[src/rtl/bhl_pkg.sv]
package bhl_pkg;

    typedef enum logic [2:0] {
        ACC_NONE   = 3'd0,
        ACC_CMD_WR = 3'd1,
        ACC_STS_RD = 3'd2,
        ACC_DAT_RD = 3'd3,
        ACC_DAT_WR = 3'd4,
        ACC_IGNORE = 3'd5
    } acc_kind_e;

    typedef struct packed {
        acc_kind_e   kind;
        logic [7:0]  dout;
        logic        oe;
        logic        cmd_v;
        logic [7:0]  cmd_b;
        logic        push;
        logic [7:0]  wr_b;
        logic        pop;
        logic        spop;
        logic        dir;
    } link_state_t;

    function automatic logic is_data_kind(acc_kind_e k);
        return (k == ACC_DAT_RD) || (k == ACC_DAT_WR);
    endfunction

endpackage

[src/rtl/bhl_sync.sv]
module bhl_sync #(
    parameter int N = 2
) (
    input  logic         clk,
    input  logic         rst_n,
    input  logic [N-1:0] in_n,
    output logic [N-1:0] lvl_n,
    output logic [N-1:0] fall
);
    typedef struct packed {
        logic [N-1:0] s1;
        logic [N-1:0] s2;
        logic [N-1:0] s3;
    } sync_t;

    sync_t st_d, st_q;

    always_comb begin
        st_d    = st_q;
        st_d.s1 = in_n;
        st_d.s2 = st_q.s1;
        st_d.s3 = st_q.s2;
    end

    always_ff @(posedge clk or negedge rst_n) begin
        if (!rst_n) begin
            st_q <= '{s1: '1, s2: '1, s3: '1};
        end else begin
            st_q <= st_d;
        end
    end

    for (genvar i = 0; i < N; i++) begin : g_bit
        assign lvl_n[i] = st_q.s2[i];
        assign fall[i]  = st_q.s3[i] & ~st_q.s2[i];
    end

endmodule

[src/rtl/bhl_counter.sv]
module bhl_counter #(
    parameter int W = 8
) (
    input  logic         clk,
    input  logic         rst_n,
    input  logic         load,
    input  logic [W-1:0] load_val,
    input  logic         dec,
    output logic [W-1:0] count,
    output logic         zero,
    output logic         one
);
    localparam logic [W-1:0] ONE = W'(1);

    logic [W-1:0] cnt_d, cnt_q;

    always_comb begin
        cnt_d = cnt_q;
        if (load) begin
            cnt_d = load_val;
        end else if (dec && (cnt_q != '0)) begin
            cnt_d = cnt_q - ONE;
        end
    end

    always_ff @(posedge clk or negedge rst_n) begin
        if (!rst_n) cnt_q <= '0;
        else        cnt_q <= cnt_d;
    end

    assign count = cnt_q;
    assign zero  = (cnt_q == '0);
    assign one   = (cnt_q == ONE);

    // an empty counter stays empty unless reloaded
    a_r5_no_underflow: assert property (@(posedge clk) disable iff (!rst_n)
        (zero && !load) |=> zero);

    // without a load the count moves down by at most one per cycle
    a_r6_step_one: assert property (@(posedge clk) disable iff (!rst_n)
        (!load && !zero) |=> ((count == $past(count)) || (count == $past(count) - ONE)));

endmodule

[src/rtl/bhl_line.sv]
module bhl_line #(
    parameter int STRETCH = 4
) (
    input  logic clk,
    input  logic rst_n,
    input  logic pio_mode,
    input  logic start,
    input  logic busy,
    input  logic cnt_nz,
    output logic line
);
    localparam int SW = $clog2(STRETCH + 2);
    localparam logic [SW-1:0] STR_VAL = SW'(STRETCH);

    typedef struct packed {
        logic [SW-1:0] stretch;
        logic          line;
    } line_t;

    line_t st_d, st_q;

    always_comb begin
        st_d = st_q;
        if (start) begin
            st_d.stretch = STR_VAL;
        end else if (st_q.stretch != '0) begin
            st_d.stretch = st_q.stretch - SW'(1);
        end
        if (pio_mode) begin
            st_d.line = (st_d.stretch == '0);
        end else begin
            st_d.line = cnt_nz && !busy;
        end
    end

    always_ff @(posedge clk or negedge rst_n) begin
        if (!rst_n) st_q <= '{stretch: '0, line: 1'b1};
        else        st_q <= st_d;
    end

    assign line = st_q.line;

    // an accepted access in PIO mode pulls the wait line low at once
    a_r9_stretch_starts: assert property (@(posedge clk) disable iff (!rst_n)
        (pio_mode && start && (STRETCH > 0)) |=> !line);

    // in DMA mode the request drops while an access is in progress
    a_r10_drq_low_busy: assert property (@(posedge clk) disable iff (!rst_n)
        (!pio_mode && busy) |=> (pio_mode || !line));

endmodule

[src/rtl/byte_host_link.sv]
module byte_host_link
    import bhl_pkg::*;
#(
    parameter int CNT_W   = 16,
    parameter int SC_W    = 4,
    parameter int STRETCH = 4
) (
    input  logic             clk,
    input  logic             rst_n,
    input  logic             hst_rd_n,
    input  logic             hst_wr_n,
    input  logic             hst_cd,
    input  logic             hst_pio,
    input  logic [15:0]      hst_d_in,
    output logic [15:0]      hst_d_out,
    output logic             hst_d_oe,
    output logic             sts_rdy_n,
    output logic             dat_rdy_n,
    output logic             eot_n,
    output logic             wait_drq,
    output logic             cmd_valid,
    output logic [7:0]       cmd_byte,
    input  logic             sts_load,
    input  logic [SC_W-1:0]  sts_len,
    input  logic [7:0]       sts_byte,
    output logic             sts_pop,
    input  logic             xfer_load,
    input  logic [CNT_W-1:0] xfer_len,
    input  logic             xfer_to_host,
    input  logic [7:0]       buf_rd_byte,
    output logic             buf_pop,
    output logic             buf_push,
    output logic [7:0]       buf_wr_byte
);
    localparam int STB_N  = 2;
    localparam int IDX_RD = 0;
    localparam int IDX_WR = 1;

    logic [STB_N-1:0] stb_lvl_n, stb_fall;
    logic [CNT_W-1:0] dat_count;
    logic [SC_W-1:0]  sts_count;
    logic             dat_zero, dat_one, sts_zero, sts_one;
    logic             dat_dec, sts_dec, acc_start, acc_busy;
    logic             unused_hi;

    link_state_t st_d, st_q;

    bhl_sync #(.N(STB_N)) u_sync (
        .clk   (clk),
        .rst_n (rst_n),
        .in_n  ({hst_wr_n, hst_rd_n}),
        .lvl_n (stb_lvl_n),
        .fall  (stb_fall)
    );

    bhl_counter #(.W(CNT_W)) u_dat_cnt (
        .clk      (clk),
        .rst_n    (rst_n),
        .load     (xfer_load),
        .load_val (xfer_len),
        .dec      (dat_dec),
        .count    (dat_count),
        .zero     (dat_zero),
        .one      (dat_one)
    );

    bhl_counter #(.W(SC_W)) u_sts_cnt (
        .clk      (clk),
        .rst_n    (rst_n),
        .load     (sts_load),
        .load_val (sts_len),
        .dec      (sts_dec),
        .count    (sts_count),
        .zero     (sts_zero),
        .one      (sts_one)
    );

    always_comb begin
        st_d       = st_q;
        st_d.cmd_v = 1'b0;
        st_d.push  = 1'b0;
        st_d.pop   = 1'b0;
        st_d.spop  = 1'b0;
        dat_dec    = 1'b0;
        sts_dec    = 1'b0;
        acc_start  = 1'b0;

        if (xfer_load) st_d.dir = xfer_to_host;

        if (st_q.kind == ACC_NONE) begin
            if (stb_fall[IDX_RD]) begin
                acc_start = 1'b1;
                if (hst_cd) begin
                    if (!sts_zero) begin
                        st_d.kind = ACC_STS_RD;
                        st_d.dout = sts_byte;
                        st_d.oe   = 1'b1;
                    end else begin
                        st_d.kind = ACC_IGNORE;
                    end
                end else if (!dat_zero && st_q.dir) begin
                    st_d.kind = ACC_DAT_RD;
                    st_d.dout = buf_rd_byte;
                    st_d.oe   = 1'b1;
                end else begin
                    st_d.kind = ACC_IGNORE;
                end
            end else if (stb_fall[IDX_WR]) begin
                acc_start = 1'b1;
                if (hst_cd) begin
                    st_d.kind  = ACC_CMD_WR;
                    st_d.cmd_v = 1'b1;
                    st_d.cmd_b = hst_d_in[7:0];
                end else if (!dat_zero && !st_q.dir) begin
                    st_d.kind = ACC_DAT_WR;
                    st_d.push = 1'b1;
                    st_d.wr_b = hst_d_in[7:0];
                end else begin
                    st_d.kind = ACC_IGNORE;
                end
            end
        end else if (stb_lvl_n[IDX_RD] && stb_lvl_n[IDX_WR]) begin
            case (st_q.kind)
                ACC_STS_RD: begin
                    st_d.spop = 1'b1;
                    sts_dec   = 1'b1;
                end
                ACC_DAT_RD: begin
                    st_d.pop = 1'b1;
                    dat_dec  = 1'b1;
                end
                ACC_DAT_WR: begin
                    dat_dec = 1'b1;
                end
                default: ;
            endcase
            st_d.kind = ACC_NONE;
            st_d.oe   = 1'b0;
        end
    end

    always_ff @(posedge clk or negedge rst_n) begin
        if (!rst_n) begin
            st_q <= '{kind: ACC_NONE, dout: '0, oe: 1'b0, cmd_v: 1'b0,
                      cmd_b: '0, push: 1'b0, wr_b: '0, pop: 1'b0,
                      spop: 1'b0, dir: 1'b0};
        end else begin
            st_q <= st_d;
        end
    end

    assign acc_busy = (st_q.kind != ACC_NONE);

    bhl_line #(.STRETCH(STRETCH)) u_line (
        .clk      (clk),
        .rst_n    (rst_n),
        .pio_mode (hst_pio),
        .start    (acc_start),
        .busy     (acc_busy),
        .cnt_nz   (!dat_zero),
        .line     (wait_drq)
    );

    assign unused_hi   = ^{hst_d_in[15:8], sts_one, sts_count};
    assign hst_d_out   = {8'h00, st_q.dout};
    assign hst_d_oe    = st_q.oe;
    assign sts_rdy_n   = sts_zero;
    assign dat_rdy_n   = dat_zero;
    assign eot_n       = !(dat_one && is_data_kind(st_q.kind));
    assign cmd_valid   = st_q.cmd_v;
    assign cmd_byte    = st_q.cmd_b;
    assign sts_pop     = st_q.spop;
    assign buf_pop     = st_q.pop;
    assign buf_push    = st_q.push;
    assign buf_wr_byte = st_q.wr_b;

    // at most one side-effect pulse per cycle
    a_r11_one_pulse: assert property (@(posedge clk) disable iff (!rst_n)
        $onehot0({cmd_valid, sts_pop, buf_pop, buf_push}));

    // a data pop only ever consumes a counted byte
    a_r6_pop_had_data: assert property (@(posedge clk) disable iff (!rst_n)
        buf_pop |-> ($past(dat_count) != '0));

    // a status pop only happens while status was announced
    a_r4_spop_had_pending: assert property (@(posedge clk) disable iff (!rst_n)
        sts_pop |-> $past(!sts_rdy_n));

    // the final-byte strobe implies data is still announced
    a_r8_eot_needs_data: assert property (@(posedge clk) disable iff (!rst_n)
        !eot_n |-> !dat_rdy_n);

endmodule

[config.mk]
export PLATFORM = sky130hd
export DESIGN_NAME = byte_host_link
export DESIGN_NICKNAME = d
export VERILOG_FILES = /design/src/rtl/bhl_pkg.sv /design/src/rtl/bhl_sync.sv /design/src/rtl/bhl_counter.sv /design/src/rtl/bhl_line.sv /design/src/rtl/byte_host_link.sv
export SDC_FILE = /design/constraint.sdc
export NUM_CORES = 1
export LEC_CHECK = 0
export ABC_AREA = 1
export BUFFER_PORTS_ARGS = -buffer_cell sky130_fd_sc_hd__buf_4
export CORE_MARGIN = 5
export CORE_UTILIZATION = 45
export DETAILED_ROUTE_END_ITERATION = 12
export GPL_TIMING_DRIVEN = 0
export PLACE_DENSITY = 0.78
export SETUP_SLACK_MARGIN = 0.02
export SYNTH_ARGS = -nofsm -noshare
export SYNTH_HDL_FRONTEND = slang
export SYNTH_SLANG_ARGS = --single-unit
[constraint.sdc]
create_clock -name clk -period 1.8 [get_ports clk]
set_input_delay 0 -clock clk [delete_from_list [all_inputs] [get_ports clk]]
set_output_delay 0 -clock clk [all_outputs]
set_load 0.02 [all_outputs]
* Yosys cells after proc, flatten, opt, wreduce, memory -nomap -nowiden *
Cells that the tools add are included.

word-level totals
  bits in registers = 63
  bits of input ports = 61
  output and inout bits = 41
  word-level logic and storage cells = 104

cells by class
  add/subtract/negate cells = 3
  equality and inequality tests = 9
  mux-type cells = 39
  bitwise operators = 6
  reductions and logical operators = 30

operator list
  kind                   number
  $mux 18                3
  $mux 9                 5
  $mux 16                2
  $mux 3                 9
  $eq 16x1->1 const B    1
  $logic_not 16->1       1
  $reduce_bool 16->1     1
  $sub 16x1->16 const B  1
  $mux 1                 15
  $mux 12                1
  $reduce_and 4->1       3
  $mux 4                 2
  $reduce_bool 2->1      4
  $logic_and 1x1->1      7
  $eq 3x2->1 const B     2
  $logic_not 3->1        2
  $ne 3x3->1 const B     2
  $reduce_bool 3->1      2
  $reduce_and 5->1       1
  $logic_not 1->1        4
  $logic_not 4->1        1
  $mux 2                 2
  $ne 2x2->1 const B     2
  $not 1->1              4
  9 further kinds        10

* Longest topological paths before layout *
  depth in word-level cells = 8
  depth in mapped cells = 10
  depth with buffers taken out = 10

* Modules after synthesis *
A second synthesis with hierarchy kept.

second synthesis, totals
  cells, all modules = 481
  area total of the unflattened synthesis = 3860.0 um^2

by module, submodules not included
  module                   times used  cells an instance  area each (um^2)  seq. area each (um^2)
  byte_host_link           1           219                1828.0            825.8
  bhl_counter (u_dat_cnt)  1           180                1301.2            400.4
  bhl_counter (u_sts_cnt)  1           43                 290.3             100.1
  bhl_line                 1           27                 247.7             101.3
  bhl_sync                 1           12                 192.7             157.7

* Worst setup path after synthesis *
Ideal clock, no wire load.

  path kind = register to register
  from = register u_dat_cnt.cnt_q[0], in the netlist u_dat_cnt.count[0]
  to = register u_dat_cnt.cnt_q[11], in the netlist u_dat_cnt.count[11]
  setup time = 0.117 ns
  arrival time = 1.446 ns
  data required time = 1.683 ns
  path slack = 0.237 ns
  cell stages (with the launch flop) = 11
  buffers on the path = 1
  period minus slack after synthesis = 1.563 ns
  cells stage by stage = dfrtp_1 inv_1 ha_1 nand2_4 nor2_8 nand2_4 nand2_4 nand2_4 buf_6 nand3_2 nand2_1

between the ends
  longest elaborated chain between the ends = 3
  elaborated cells between the ends (all ways) = 6
  those cells by class = 1 x add/sub; 2 x mux; 3 x reduce/logical

RTL lines
  what                                                        RTL line                              RTL
  start, declared                                             bhl_counter.sv:15                     logic [W-1:0] cnt_d, cnt_q;
  start signal, assigned                                      bhl_counter.sv:28                     else cnt_q <= cnt_d;
  $sub 16x1->16 / $reduce_bool 16->1 (equally long branches)  bhl_counter.sv:22, bhl_counter.sv:21
  $mux 16 / $logic_and 1x1->1 (equally long branches)         bhl_counter.sv:21                     end else if (dec && (cnt_q != '0)) begin
  $mux 16 / $reduce_bool 2->1 (equally long branches)         n/a

Several ways; a longest one is shown, not always the timed one. The select of a mux whose other input is x is not followed.
A chain may end at the register's enable or synchronous reset.

* Worst setup path in the final report *
  from = register u_sync.st_q (netlist bit u_sync.lvl_n[0])
  to = register st_q (netlist bit buf_wr_byte[2])

between the ends
  longest elaborated chain between the ends = 4

RTL lines
  what                               RTL line               RTL
  start, declared                    bhl_sync.sv:16         sync_t st_d, st_q;
  start signal, assigned             bhl_sync.sv:27         st_q <= '{s1: '1, s2: '1, s3: '1};
  start signal, assigned             bhl_sync.sv:29         st_q <= st_d;
  $not 1->1                          bhl_sync.sv:35         assign fall[i] = st_q.s3[i] & ~st_q.s2[i];
  $and 1x1->1                        bhl_sync.sv:35
  $not 1->1 (no source line)         n/a
  $reduce_and 5->1 (no source line)  n/a
  end signal, assigned               byte_host_link.sv:144  st_q <= '{kind: ACC_NONE, dout: '0, oe: 1'b0, cmd_v: 1'b0,
  end signal, assigned               byte_host_link.sv:148  st_q <= st_d;
  end, declared                      byte_host_link.sv:46   link_state_t st_d, st_q;

Every way passes these cells.

==> reports/metrics.yaml <==
status: "completed"
p_leak_nw: 2.72
grt_pass1_wl_mm: 15.2
synth.area.top_cells: "dfrtp_1 (39%), nand2_1 (18%), buf_4 (6.7%)"
crit_chain: "inv_1 -> nand2_1 -> inv_1 -> nor3_1 -> nand2_2 -> nor2_4 -> nand2_1 -> nand2_1"
cts.htree.levels: 3
io_buffers: 85
crit_top_cell: "nand2_1"
grt_pass1_vias: 3398
finalWorstSetupSlack_ns: 0.147
crit_path_start: "u_sync.lvl_n[0]"
via_per_inst: 4.77
synth_area_sq_mm: 0.00356
worst-path-buf-inv: 2
drt_iter0_drc: 110
final_cell_mix: "nand2_1 (171), buf_4 (118), dfrtp_1 (56)"
worst_path_largest_cell_delay_ns: 0.54
die_x_microns: 99.0
async_reset_ff_share_pct: 100
syn2layout_area_growth_pct: 42.3
power_density_mw_per_mm2: 1290
rsz0062_at_grt: "false"
critical_path_class: "reg -> reg"
r2r_setup_slack_ns: 0.15
irDropWorstVdd_mv: 0.453
synthDistinctLibCells: 31
synth-main-ff-cell: "dfrtp_1"
path_max_fanout: 10
clk_pin_slew_ns: 0.07
hold_viol_final: 0
worst_pin_slew_ns: 0.772
antenna_cells: 0
initial_core_util_pct: 46.1
timing.fmax_mhz: 605
yosysSeqAreaShare_pct: 44.5
r2r_start: "u_sync.lvl_n[0]"
drive_above_1_share_pct: 29.0
dieArea_sq_mm: 0.00979
dp_hpwl_mm: 6.35
grt_usage_pct: 19.1
row_count: 32
crit_end: "buf_wr_byte[2]"
wl_per_cell_microns: 12.8
numCtsBuffers: 9
slew_headroom_pct: 48.5
min_period_ns: 1.65
cts-root-buf: "clkbuf_8"
ys_warn_count: 0
r2r-end: "buf_wr_byte[2]"
numClockSinks: 63
drtAntennaViolNets: 0
clk-insertion-delay-late_ns: 0.34
post-place-ws_ns: -0.00422
finalNetCount: 676
hp-class: "in -> reg"
fin_skew_ns: 0.0126
critPathRequiredTime_ns: 2.08
reg2reg_depth: 8
overflow: 0
syn_inst: 460
grt_max_degree: 64
critPathSlowestCell: "dfstp_2"
boundaryPins: 102
final_common_cell: "nand2_1"
end_kind: "flip-flop"
fill_cells: 612
drv_slew: 0
setup_viol: 0
finalWirelength_mm: 9.15
ys_ff_latch: 63
crit_arrival_ns: 1.93
cts_tree: "built"
critical-path-top-delay-family: "simple AND/OR/NAND/NOR gates"
netlist.area_leader.share_pct: 39.4
power_w: 0.00652
syn_avg_cell_area_sq_um: 7.74
period_share_pct: 91.8
core_area_sq_mm: 0.00773
synth-edff-count: 0
gp_congestion: 0.882
start_kind: "flip-flop"
synth_top_cell_by_area: "dfrtp_1"
final_core_util_pct: 65.6
worstSetupPathDepth: 8
drc: 0
antenna_found_initial: 0
drtPass1Iterations: 4
cts_buffer_depth: 2
die_h_microns: 99.0
maxCapViolCount: 0
vias: 3412
[cell families after synthesis]
| kind of cell | synth area share (%) |
|---|---|
| adder cells (fa/ha/maj) | 2.11 |
| buffers and inverters | 11.8 |
| XOR/XNOR | 1.48 |
| AND/OR/NAND/NOR | 34.4 |
| AO/OA/AOI/OAI | 5.59 |
| other | 0.105 |
| flip-flops | 44.5 |
[through the flow]
stage	instances	hold WS [ns]	area [sq um]	TNS, ns
2_1_floorplan	467	-0.296	3590	0
3_3_place_gp	654	0.121	4350	0
3_5_place_dp	654	0.122	4350	-0.00422
4_1_cts	715	0.00223	5050	0
5_1_grt	716	0.0192	5070	0
6_report	716	0.00645	5070	0
[area by class of cell]
class                           instances  area [sq um]  area share [%]
Tap cell                              102           128            2.52
Timing Repair Buffer                  131          1100            21.6
Clock buffer                            9           124            2.44
Multi-Input combinational cell        329          1590            31.4
Clock inverter                          7           121            2.39
Buffer                                 40           289            5.70
Inverter                               35           131            2.59
Sequential cell                        63          1590            31.3
[worst min path at each step]
stage                        start              to  slack (ns)  depth (start not counted)
floorplan                    rst_n         buf_pop       -0.30                          0
global placement          hst_wr_n  u_sync.st_d[3]        0.12                          1
detailed placement        hst_wr_n  u_sync.st_d[3]        0.12                          1
CTS                 buf_rd_byte[6]    hst_d_out[6]       0.002                          5
global route           sts_byte[7]    hst_d_out[7]        0.02                          5
finish                 sts_byte[7]    hst_d_out[7]       0.006                          5
[sequential cells by signal, indices dropped and copies added, names as in the netlist]
name,flops
buf_wr_byte,8
u_sync.st_q,2
sts_pop,1
buf_push,1
cmd_byte,8
u_sts_cnt.count,4
hst_d_oe,1
u_dat_cnt.count,16
u_line.line,1
u_line.st_q,3
cmd_valid,1
hst_d_out,8
u_sync.lvl_n,2
st_q,4
buf_pop,1
u_sync.st_d,2
[tightest hold or removal path, delay by kind of cell]
kind / cells / cell delay [ns]
and+or+nand+nor: 4 / 0.24
buffers and inverters: 1 / 0.08
[cells in the mapped netlist (5+ instances only)]
cell type	number
buf_4	32
dfrtp_1	56
dfstp_2	7
ha_1	6
inv_1	32
nand2_1	171
nand2_4	6
nand3_1	37
nand3_2	5
nor2_1	30
o21ai_0	24
xor2_1	5
[where the power goes]
part           total (W)  internal [W]  switching, W
Sequential       0.00217       0.00188      0.000296
Clock            0.00150      0.000924      0.000575
Combinational    0.00285       0.00130       0.00155
[routing by layer]
| layer | global-route usage, % | vias to the layer above | part of all wire, % |
|---|---|---|---|
| met2 | 33.6 | 96 | 52 |
| li1 | - | 1706 | - |
| met5 | 0 | - | 0 |
| met1 | 22.9 | 1598 | 41 |
| met3 | 4.53 | 12 | 5.9 |
| met4 | 5.99 | 0 | 1.1 |
[repair_timing]
| item | CTS | global route |
|---|---|---|
| setup buffers | 0 | 1 |
| endpoints found under the hold margin | 103 | 0 |
| resized for setup | 2 | 1 |
| hold buffers | 45 | 0 |
| endpoints found under the setup margin | 8 | 13 |
(Power assumes the default switching activity.)
